`src/rtl/gpio_cap_pkg.sv`:
```
package gpio_cap_pkg;
  typedef enum logic [1:0] {
    TRIG_RISE  = 2'd0,
    TRIG_FALL  = 2'd1,
    TRIG_BOTH  = 2'd2,
    TRIG_LEVEL = 2'd3
  } trig_e;

  localparam int BUS_W = 32;
  localparam int SEL_W = 2;

  localparam logic [SEL_W-1:0] SEL_DATA = 2'd0;
  localparam logic [SEL_W-1:0] SEL_DIR  = 2'd1;
  localparam logic [SEL_W-1:0] SEL_MASK = 2'd2;
  localparam logic [SEL_W-1:0] SEL_CAP  = 2'd3;
endpackage

```
`src/rtl/gpio_cap_sync.sv`:
```
module gpio_cap_sync #(
  parameter int WIDTH = 32
) (
  input  logic             clk,
  input  logic             rst_n,
  input  logic [WIDTH-1:0] d_in,
  output logic [WIDTH-1:0] q_sync,
  output logic [WIDTH-1:0] q_prev
);
  logic [WIDTH-1:0] meta_q;

  // two metastability stages, then one history stage for edge compare
  always_ff @(posedge clk or negedge rst_n) begin
    if (!rst_n) begin
      meta_q <= '0;
      q_sync <= '0;
      q_prev <= '0;
    end else begin
      meta_q <= d_in;
      q_sync <= meta_q;
      q_prev <= q_sync;
    end
  end
endmodule

```
`src/rtl/gpio_cap_event.sv`:
```
module gpio_cap_event import gpio_cap_pkg::*; #(
  parameter int    WIDTH = 32,
  parameter trig_e TRIG  = TRIG_RISE
) (
  input  logic             clk,
  input  logic             rst_n,
  input  logic [WIDTH-1:0] cur,
  input  logic [WIDTH-1:0] prev,
  input  logic             clr_en,
  input  logic [WIDTH-1:0] clr_bits,
  output logic [WIDTH-1:0] hit,
  output logic [WIDTH-1:0] cap_q
);
  logic [WIDTH-1:0] up_w;
  logic [WIDTH-1:0] down_w;

  assign up_w   = cur & ~prev;
  assign down_w = ~cur & prev;

  always_comb begin
    case (TRIG)
      TRIG_RISE: hit = up_w;
      TRIG_FALL: hit = down_w;
      TRIG_BOTH: hit = up_w | down_w;
      default:   hit = '0;   // level mode never captures
    endcase
  end

  for (genvar i = 0; i < WIDTH; i++) begin : g_bit
    always_ff @(posedge clk or negedge rst_n) begin
      if (!rst_n)
        cap_q[i] <= 1'b0;
      else if (hit[i])
        cap_q[i] <= 1'b1;          // a fresh event beats a clear
      else if (clr_en && clr_bits[i])
        cap_q[i] <= 1'b0;
    end
  end
endmodule

```
`src/rtl/gpio_capture_port.sv`:
```
module gpio_capture_port import gpio_cap_pkg::*; #(
  parameter int    NUM_PINS = 32,
  parameter trig_e TRIG     = TRIG_RISE
) (
  input  logic                clk,
  input  logic                rst_n,
  input  logic                bus_wr,
  input  logic [SEL_W-1:0]    bus_addr,
  input  logic [BUS_W-1:0]    bus_wdata,
  output logic [BUS_W-1:0]    bus_rdata,
  input  logic [NUM_PINS-1:0] pin_in,
  output logic [NUM_PINS-1:0] pin_out,
  output logic [NUM_PINS-1:0] pin_oe,
  output logic                irq
);
  localparam bit LEVEL_MODE = (TRIG == TRIG_LEVEL);

  logic [NUM_PINS-1:0] sync_q;
  logic [NUM_PINS-1:0] prev_q;
  logic [NUM_PINS-1:0] out_q;
  logic [NUM_PINS-1:0] dir_q;
  logic [NUM_PINS-1:0] mask_q;
  logic [NUM_PINS-1:0] cap_q;
  logic [NUM_PINS-1:0] edge_hit;
  logic [NUM_PINS-1:0] src_w;
  logic [NUM_PINS-1:0] rd_sel;
  logic                cap_wr;

  gpio_cap_sync #(.WIDTH(NUM_PINS)) u_sync (
    .clk    (clk),
    .rst_n  (rst_n),
    .d_in   (pin_in),
    .q_sync (sync_q),
    .q_prev (prev_q)
  );

  assign cap_wr = bus_wr && (bus_addr == SEL_CAP);

  gpio_cap_event #(.WIDTH(NUM_PINS), .TRIG(TRIG)) u_event (
    .clk      (clk),
    .rst_n    (rst_n),
    .cur      (sync_q),
    .prev     (prev_q),
    .clr_en   (cap_wr),
    .clr_bits (bus_wdata[NUM_PINS-1:0]),
    .hit      (edge_hit),
    .cap_q    (cap_q)
  );

  always_ff @(posedge clk or negedge rst_n) begin
    if (!rst_n) begin
      out_q  <= '0;
      dir_q  <= '0;
      mask_q <= '0;
    end else if (bus_wr) begin
      case (bus_addr)
        SEL_DATA: out_q  <= bus_wdata[NUM_PINS-1:0];
        SEL_DIR:  dir_q  <= bus_wdata[NUM_PINS-1:0];
        SEL_MASK: mask_q <= bus_wdata[NUM_PINS-1:0];
        default:  ;
      endcase
    end
  end

  always_comb begin
    case (bus_addr)
      SEL_DATA: rd_sel = sync_q;
      SEL_DIR:  rd_sel = dir_q;
      SEL_MASK: rd_sel = mask_q;
      default:  rd_sel = cap_q;
    endcase
    bus_rdata                 = '0;
    bus_rdata[NUM_PINS-1:0]   = rd_sel;
  end

  assign src_w   = LEVEL_MODE ? sync_q : cap_q;
  assign irq     = |(src_w & mask_q);
  assign pin_out = out_q;
  assign pin_oe  = dir_q;
endmodule

```
`config.mk`:
```
export PLATFORM = sky130hd
export DESIGN_NAME = gpio_capture_port
export DESIGN_NICKNAME = d
export VERILOG_FILES = /design/src/rtl/gpio_cap_pkg.sv /design/src/rtl/gpio_cap_sync.sv /design/src/rtl/gpio_cap_event.sv /design/src/rtl/gpio_capture_port.sv
export SDC_FILE = /design/constraint.sdc
export NUM_CORES = 1
export LEC_CHECK = 0
export BUFFER_PORTS_ARGS = -buffer_cell sky130_fd_sc_hd__buf_2
export CORE_UTILIZATION = 36
export DETAILED_ROUTE_END_ITERATION = 8
export GPL_ROUTABILITY_DRIVEN = 1
export HOLD_SLACK_MARGIN = 0.12
export SLEW_MARGIN = 20
export SYNTH_ARGS = -nofsm -noshare
export SYNTH_HDL_FRONTEND = slang
export SYNTH_SLANG_ARGS = --single-unit
```
`constraint.sdc`:
```
create_clock -name clk -period 1.6 [get_ports clk]
set_input_delay 0.08 -clock clk [delete_from_list [all_inputs] [get_ports clk]]
set_output_delay 0.08 -clock clk [all_outputs]
set_load 0.1 [all_outputs]
```
==> run metrics, run 1 <==
fin crit share 132%; total wire length between 20 and 25 mm; Die H 154 µm; Critical Path Start u_event.cap_q[8]$_DFFE_PN0P_; CP Class reg -> out; Synth Area in Adders 0%; Cell Area, Placed around 10000 µm²; Avg Cell Area, Syn 16.7 µm²; initial antenna violation count 1; min-delay worst type in -> async; dominant combinational cell family by area after synthesis multiplexers; vias in the first global route between 5k and 6k; Final ANT Viol Nets 0; Critical Path AT between 2000 and 2500 ps; top sig layer met4; Max VDD drop slightly above 1 mV; Clock Sinks between 200 and 250; fillers 1850; mapped cell area between 8000 and 9000 µm²; Design Area, Final between 10000 and 15000 µm²; launch point of the worst reg-to-reg path u_event.cap_q[26]$_DFFE_PN0P_; Vias/cell between 4 and 5; R2R setup slack 650 ps; Clk Latency, worst-skew pair 520 ps; Yosys reg bits roughly 220; largest net degree at the start of global routing 69; routability cong. slightly below 0.8; multiplexer share of the synthesized area between 20% and 30%; Logic pwr share between 30% and 40%; Met3 Routed Length 821 µm; die area roughly 24000 µm²; clk buf depth 3; CP endpoint kind output pin; Pleak around 5.6 nW; Synth top cells by count dfrtp_1 (224), mux2_2 (94); Clock transition at path regs 60 ps; Post-Syn Nets 563; power per cell area 1560 nW/µm²; Tot Pwr 19.1 mW; final HPWL from detailed placement approximately 14 mm; Layout Skew ~15 ps; worst-path maximum fanout 2; clock share of power a little under a third; M1 WL roughly 9 mm; fmax approximately 0.47 GHz; met2 WL roughly 11 mm; most frequent cell after synthesis dfrtp_1; area of the multi-input gates approximately 2400 µm²; Initial DRT Pass Iterations 4; FFs w/ async S/R, synth 100%; worst slew pin tran ~530 ps; RSZ-0062 raised after global routing true; Core Area ~23000 µm²; max_slew headroom 64.9%; Synth area leader dfrtp_1; port bufs about 170; Pins Over Slew Limit 0; # IOs ~170; Hold Slack approximately 160 ps; DR vias 5368; CTS tree built; Yosys top cell area share between 60% and 70%; Reg power frac between 30% and 40%; Nets slightly below 900; CP max stage delay 560 ps; storage element area about 5600 µm²; synthesized instance count ~500; routed len/inst approximately 19 µm; Net Sw Power about 7.1 mW; Yosys cell types 18; H-tree depth 1; residual DRC count 0; slowest CP cell or4_4; Max-cap violations 0; XOR/XNOR share of the synthesized area 0%; EDFF count, synth 0; warnings from Yosys 0; placed insts between 900 and 1k; row count 55; total gr overflow 0; top_reg_cell synth dfrtp_1; Simple-Gate Fraction of Synth Area approximately 2.4%; die width 154 µm; Cell Chain, Critical Path a22oi_2 -> nand4_1 -> or4_4 -> buf_12; Final Hold Vio Count 0; first-pass GRT wire length between 30 and 40 mm; Synth area leaders dfrtp_1 (68%), mux2_2 (13%), mux4_2 (8.7%); status finished, violations left; post-synthesis sequential area ratio 67.8%; Starting Density a little over a third; WP data required 1520 ps; Area growth, synth to finish 48.2%; failing checks negative setup slack; Sw Share 37.1%; internal power 12.0 mW; cts bufs inserted 25; post-route minimum period between 2000 and 2500 ps; gr usage total approximately 18%; Compound-Gate Fraction of Synth Area under 10%; final setup margin -515 ps; First DRT Iteration DRCs around 130; Setup crit start kind flop; final setup fails 33; layout cell share with drive strength beyond 1 between 50% and 60%; final cell count without fillers about 1.1k; clk root buf clkbuf_16
==> state kept, by name, indices dropped and copies added, names as in the netlist <==
name and cells:
u_sync.q_sync 32, u_event.cap_q 32, u_sync.meta_q 32, pin_out 32, pin_oe 32, mask_q 32
u_sync.q_prev 32
==> worst max-delay path: cells and delay by family (launching register included) <==
kind                   cells  cell delay (ps)
and+or+nand+nor            2              720
DFF                        1              430
AOI/OAI and AO/OA          1              180
buffers and inverters      1              180
==> cell usage in the layout (no fill, tap or decap), drive strengths merged <==
master | Yosys | routed
buf | 19 | 242
dfrtp | 224 | 224
mux2 | 96 | 96
dlygate4sd3 | 0 | 65
clkbuf | 2 | 35
inv | 32 | 33
mux4 | 32 | 32
nand2 | 32 | 32
a22o | 32 | 32
a22oi | 16 | 16
clkinv | 0 | 5
nand4 | 4 | 4
bufinv | 0 | 4
nand3b | 2 | 2
diode | 0 | 1
or4 | 1 | 1
nor3b | 1 | 1
and3 | 1 | 1
==> per-layer routing <==
metal / GRT usage [%] / vias up
met1: 24.1 / 2766
met4: 4.90 / 0
li1: - / 2415
met2: 31.8 / 156
met5: 0 / -
met3: 2.71 / 31
==> metrics by stage <==
step           setup TNS [ps]  util [%]  setup slack, ps
2_1_floorplan               0         -              129
3_3_place_gp             -153      44.5             -153
3_5_place_dp             -134      44.5             -134
4_1_cts                 -8050      53.7             -546
5_1_grt                 -8710      54.3             -572
6_report                -7240      54.3             -515
==> worst paths after layout <==
path | end | cells after the start
hold / removal | mask_q[26]$_DFFE_PN0P_ | 3
setup reg to reg | u_event.cap_q[26]$_DFFE_PN0P_ | 3
setup / recovery | irq | 4
min in group clk | u_sync.meta_q[1]$_DFF_PN0_ | 2
max in group asynchronous | pin_oe[0]$_DFFE_PN0P_ | 3
hold reg to reg | u_sync.q_sync[18]$_DFF_PN0_ | 0
==> timing repair <==
action | 4_1_cts | 5_1_grt
endpoints found under the hold margin | 384 | 0
setup buffers | 13 | 16
hold buffers | 66 | 0
setup endpoints to repair | 33 | 33
pin swaps | 6 | 2
gates cloned | 0 | 0
gates resized for setup | 141 | 31
==> cell type report <==
cell class,instances,area share (%)
flip-flops and latches,224,46.1
repair buffers,307,23.0
clock buffers,35,5.66
inverters,32,0.981
diodes,1,0.0204
clock inverters,10,1.35
well taps,285,2.91
multi-input cells,217,20.0
==> power by group through the flow <==
stage          logic, mW  clock network, mW  registers (mW)
2_1_floorplan       2.07                  0            9.05
3_3_place_gp        5.58                  0            6.82
3_5_place_dp        5.63                  0            6.86
4_1_cts             6.28               6.07            6.79
5_1_grt             6.56               6.29            6.89
6_report            6.34               5.92            6.81
==> kinds of logic after synthesis <==
family	Yosys count
flip-flops	224
AND/OR/NAND/NOR	41
buffers and inverters	53
AO/OA/AOI/OAI	48
multiplexers	128
Note: power is estimated with default switching activity, not from simulation.
==> run 2, diff against run 1 <==
- CORE_UTILIZATION: 36 -> 54
- PLACE_DENSITY: default -> 0.79
- SKIP_LAST_GASP: default -> 1
==> run 2 against run 1 <==
- the run still ends with negative setup slack left
- global-route usage increased by 11 points
- routed wire length increased by 5.8%
- hold slack gained 43 ps
- sequential power hardly changed
- count of clock-buffer cells in the layout shrank 6
- via count is 5.0% higher
- register-to-register slack got worse by 50 ps
- critical path type unchanged
- critical endpoint unchanged
- largest cell class unchanged
==> run metrics, run 2 (same netlist as run 1, synthesis figures left out) <==
fin crit share 135%; routed len/inst approximately 22 µm; RSZ-0062 raised after global routing true; WP data required roughly 1500 ps; CTS tree built; total wire length between 20 and 25 mm; depth of the worst hold-timing path 2; Pleak about 5.5 nW; launch point of the worst reg-to-reg path mask_q[21]$_DFFE_PN0P_; residual DRC count 0; worst-path maximum fanout 3; total gr overflow 0; min-delay src pin_in[9]; CP endpoint kind output pin; Initial DRT Pass Iterations 6; Design Area, Final 11900 µm²; Clock transition at path regs approximately 60 ps; GR peak layer met2; Critical Path Start u_event.cap_q[22]$_DFFE_PN0P_; failing checks negative setup slack; clk buf depth 3; row count 44; max_slew headroom between 60% and 70%; gr usage total 29.4%; Clk Latency, worst-skew pair slightly above 500 ps; die area between 15000 and 20000 µm²; final setup margin -557 ps; fmax 0.464 GHz; most frequent cells in the layout dfrtp_1 (192), buf_2 (131), mux2_2 (94); most common cell after layout, fill and taps aside dfrtp_1; Cell Area, Placed just under 10000 µm²; Hold Path Sink u_sync.meta_q[9]$_DFF_PN0_; First DRT Iteration DRCs 377; first-pass GRT wire length roughly 35 mm; met3 usage 5.40%; Setup crit start kind flop; Layout Skew around 14 ps; Sw Share about two fifths; worst slew pin tran roughly 520 ps; R2R setup slack roughly 600 ps; layout cell share with drive strength beyond 1 54.6%; H-tree depth 1; met2 Use GR between 50% and 60%; post-route minimum period around 2200 ps; # IOs about 170; fillers 736; reg2reg end mask_q[21]$_DFFE_PN0P_; CP Class reg -> out; Critical Path AT about 2100 ps; Die H 126 µm; met1 Track Usage GR between 30% and 40%; Final ANT Viol Nets 0; Area growth, synth to finish 44.4%; initial antenna violation count 0; Final Hold Vio Count 0; Logic pwr share roughly 34%; power per cell area 1570 nW/µm²; status finished, violations left; setup slack at placement -139 ps; clock share of power between 20 and 30%; Vias/cell between 5 and 6; final setup fails 33; Pins Over Slew Limit 0; final HPWL from detailed placement 13.4 mm; Clock Sinks 224; Antenna Cells 0; clk root buf clkbuf_16; Tot Pwr between 15 and 20 mW; die width around 130 µm; Max-cap violations 0; Max VDD drop between 0.9 and 1 mV; vias in the first global route around 6.3k; Reg power frac 36.6%; largest net degree at the start of global routing 58; Net Sw Power approximately 7 mW; worst r2r path cells 3; internal power between 10 and 15 mW; Nets 871; Starting Density between 50% and 60%; cts bufs inserted 23; min-delay worst type in -> reg; DR vias approximately 5.6k; routability cong. a little over 0.8; Core Area approximately 15000 µm²; fin util between 80% and 90%; port bufs 165
run 2: power by group through the flow:
stage | Sequential (mW) | Clock (mW) | Combinational (mW)
after floorplan | 9.05 | 0 | 2.07
after global placement | 6.80 | 0 | 5.51
after detailed placement | 6.87 | 0 | 5.57
after CTS | 6.80 | 5.56 | 6.12
after global routing | 6.91 | 5.81 | 6.50
final | 6.84 | 5.54 | 6.33
run 2: per-stage QoR:
stage / hold slack [ps] / TNS [ps] / instances
floorplan: -216 / 0 / 494
global placement: -11.7 / -129 / 890
detailed placement: -9.50 / -139 / 890
CTS: 189 / -6970 / 999
global route: 199 / -8030 / 1002
finish: 203 / -7080 / 1002
run 2: layout make-up:
cell class | count | area [µm²] | share of cell area (%)
Timing Repair Buffer | 304 | 2710 | 22.7
Tap cell | 184 | 230 | 1.93
Sequential cell | 224 | 5650 | 47.3
Clock inverter | 12 | 139 | 1.16
Inverter | 32 | 120 | 1.01
Clock buffer | 29 | 648 | 5.43
Multi-Input combinational cell | 217 | 2440 | 20.4
run 2: worst max path at each step:
stage	to	cells after the start
floorplan	bus_rdata[30]	1
global placement	irq	4
detailed placement	irq	4
CTS	irq	4
global route	irq	4
finish	irq	4
run 2: worst max-delay path, stage by stage, from the launching register on:
cell and delay, ps:
dfrtp_1 400, a22oi_1 290, nand4_1 190, or4_4 490, buf_12 190
run 2: layer usage:
metal,up-vias,routed length (µm)
li1,2392,-
met1,2949,8400
met2,239,12100
met3,55,1150
met4,0,693
met5,-,0
run 2: timing repair:
item / in CTS / in global routing
gates resized for setup: 115 / 43
endpoints found under the hold margin: 384 / 0
endpoints found under the setup margin: 33 / 33
hold buffers: 66 / 0
pin swaps: 4 / 1
setup buffers: 12 / 17
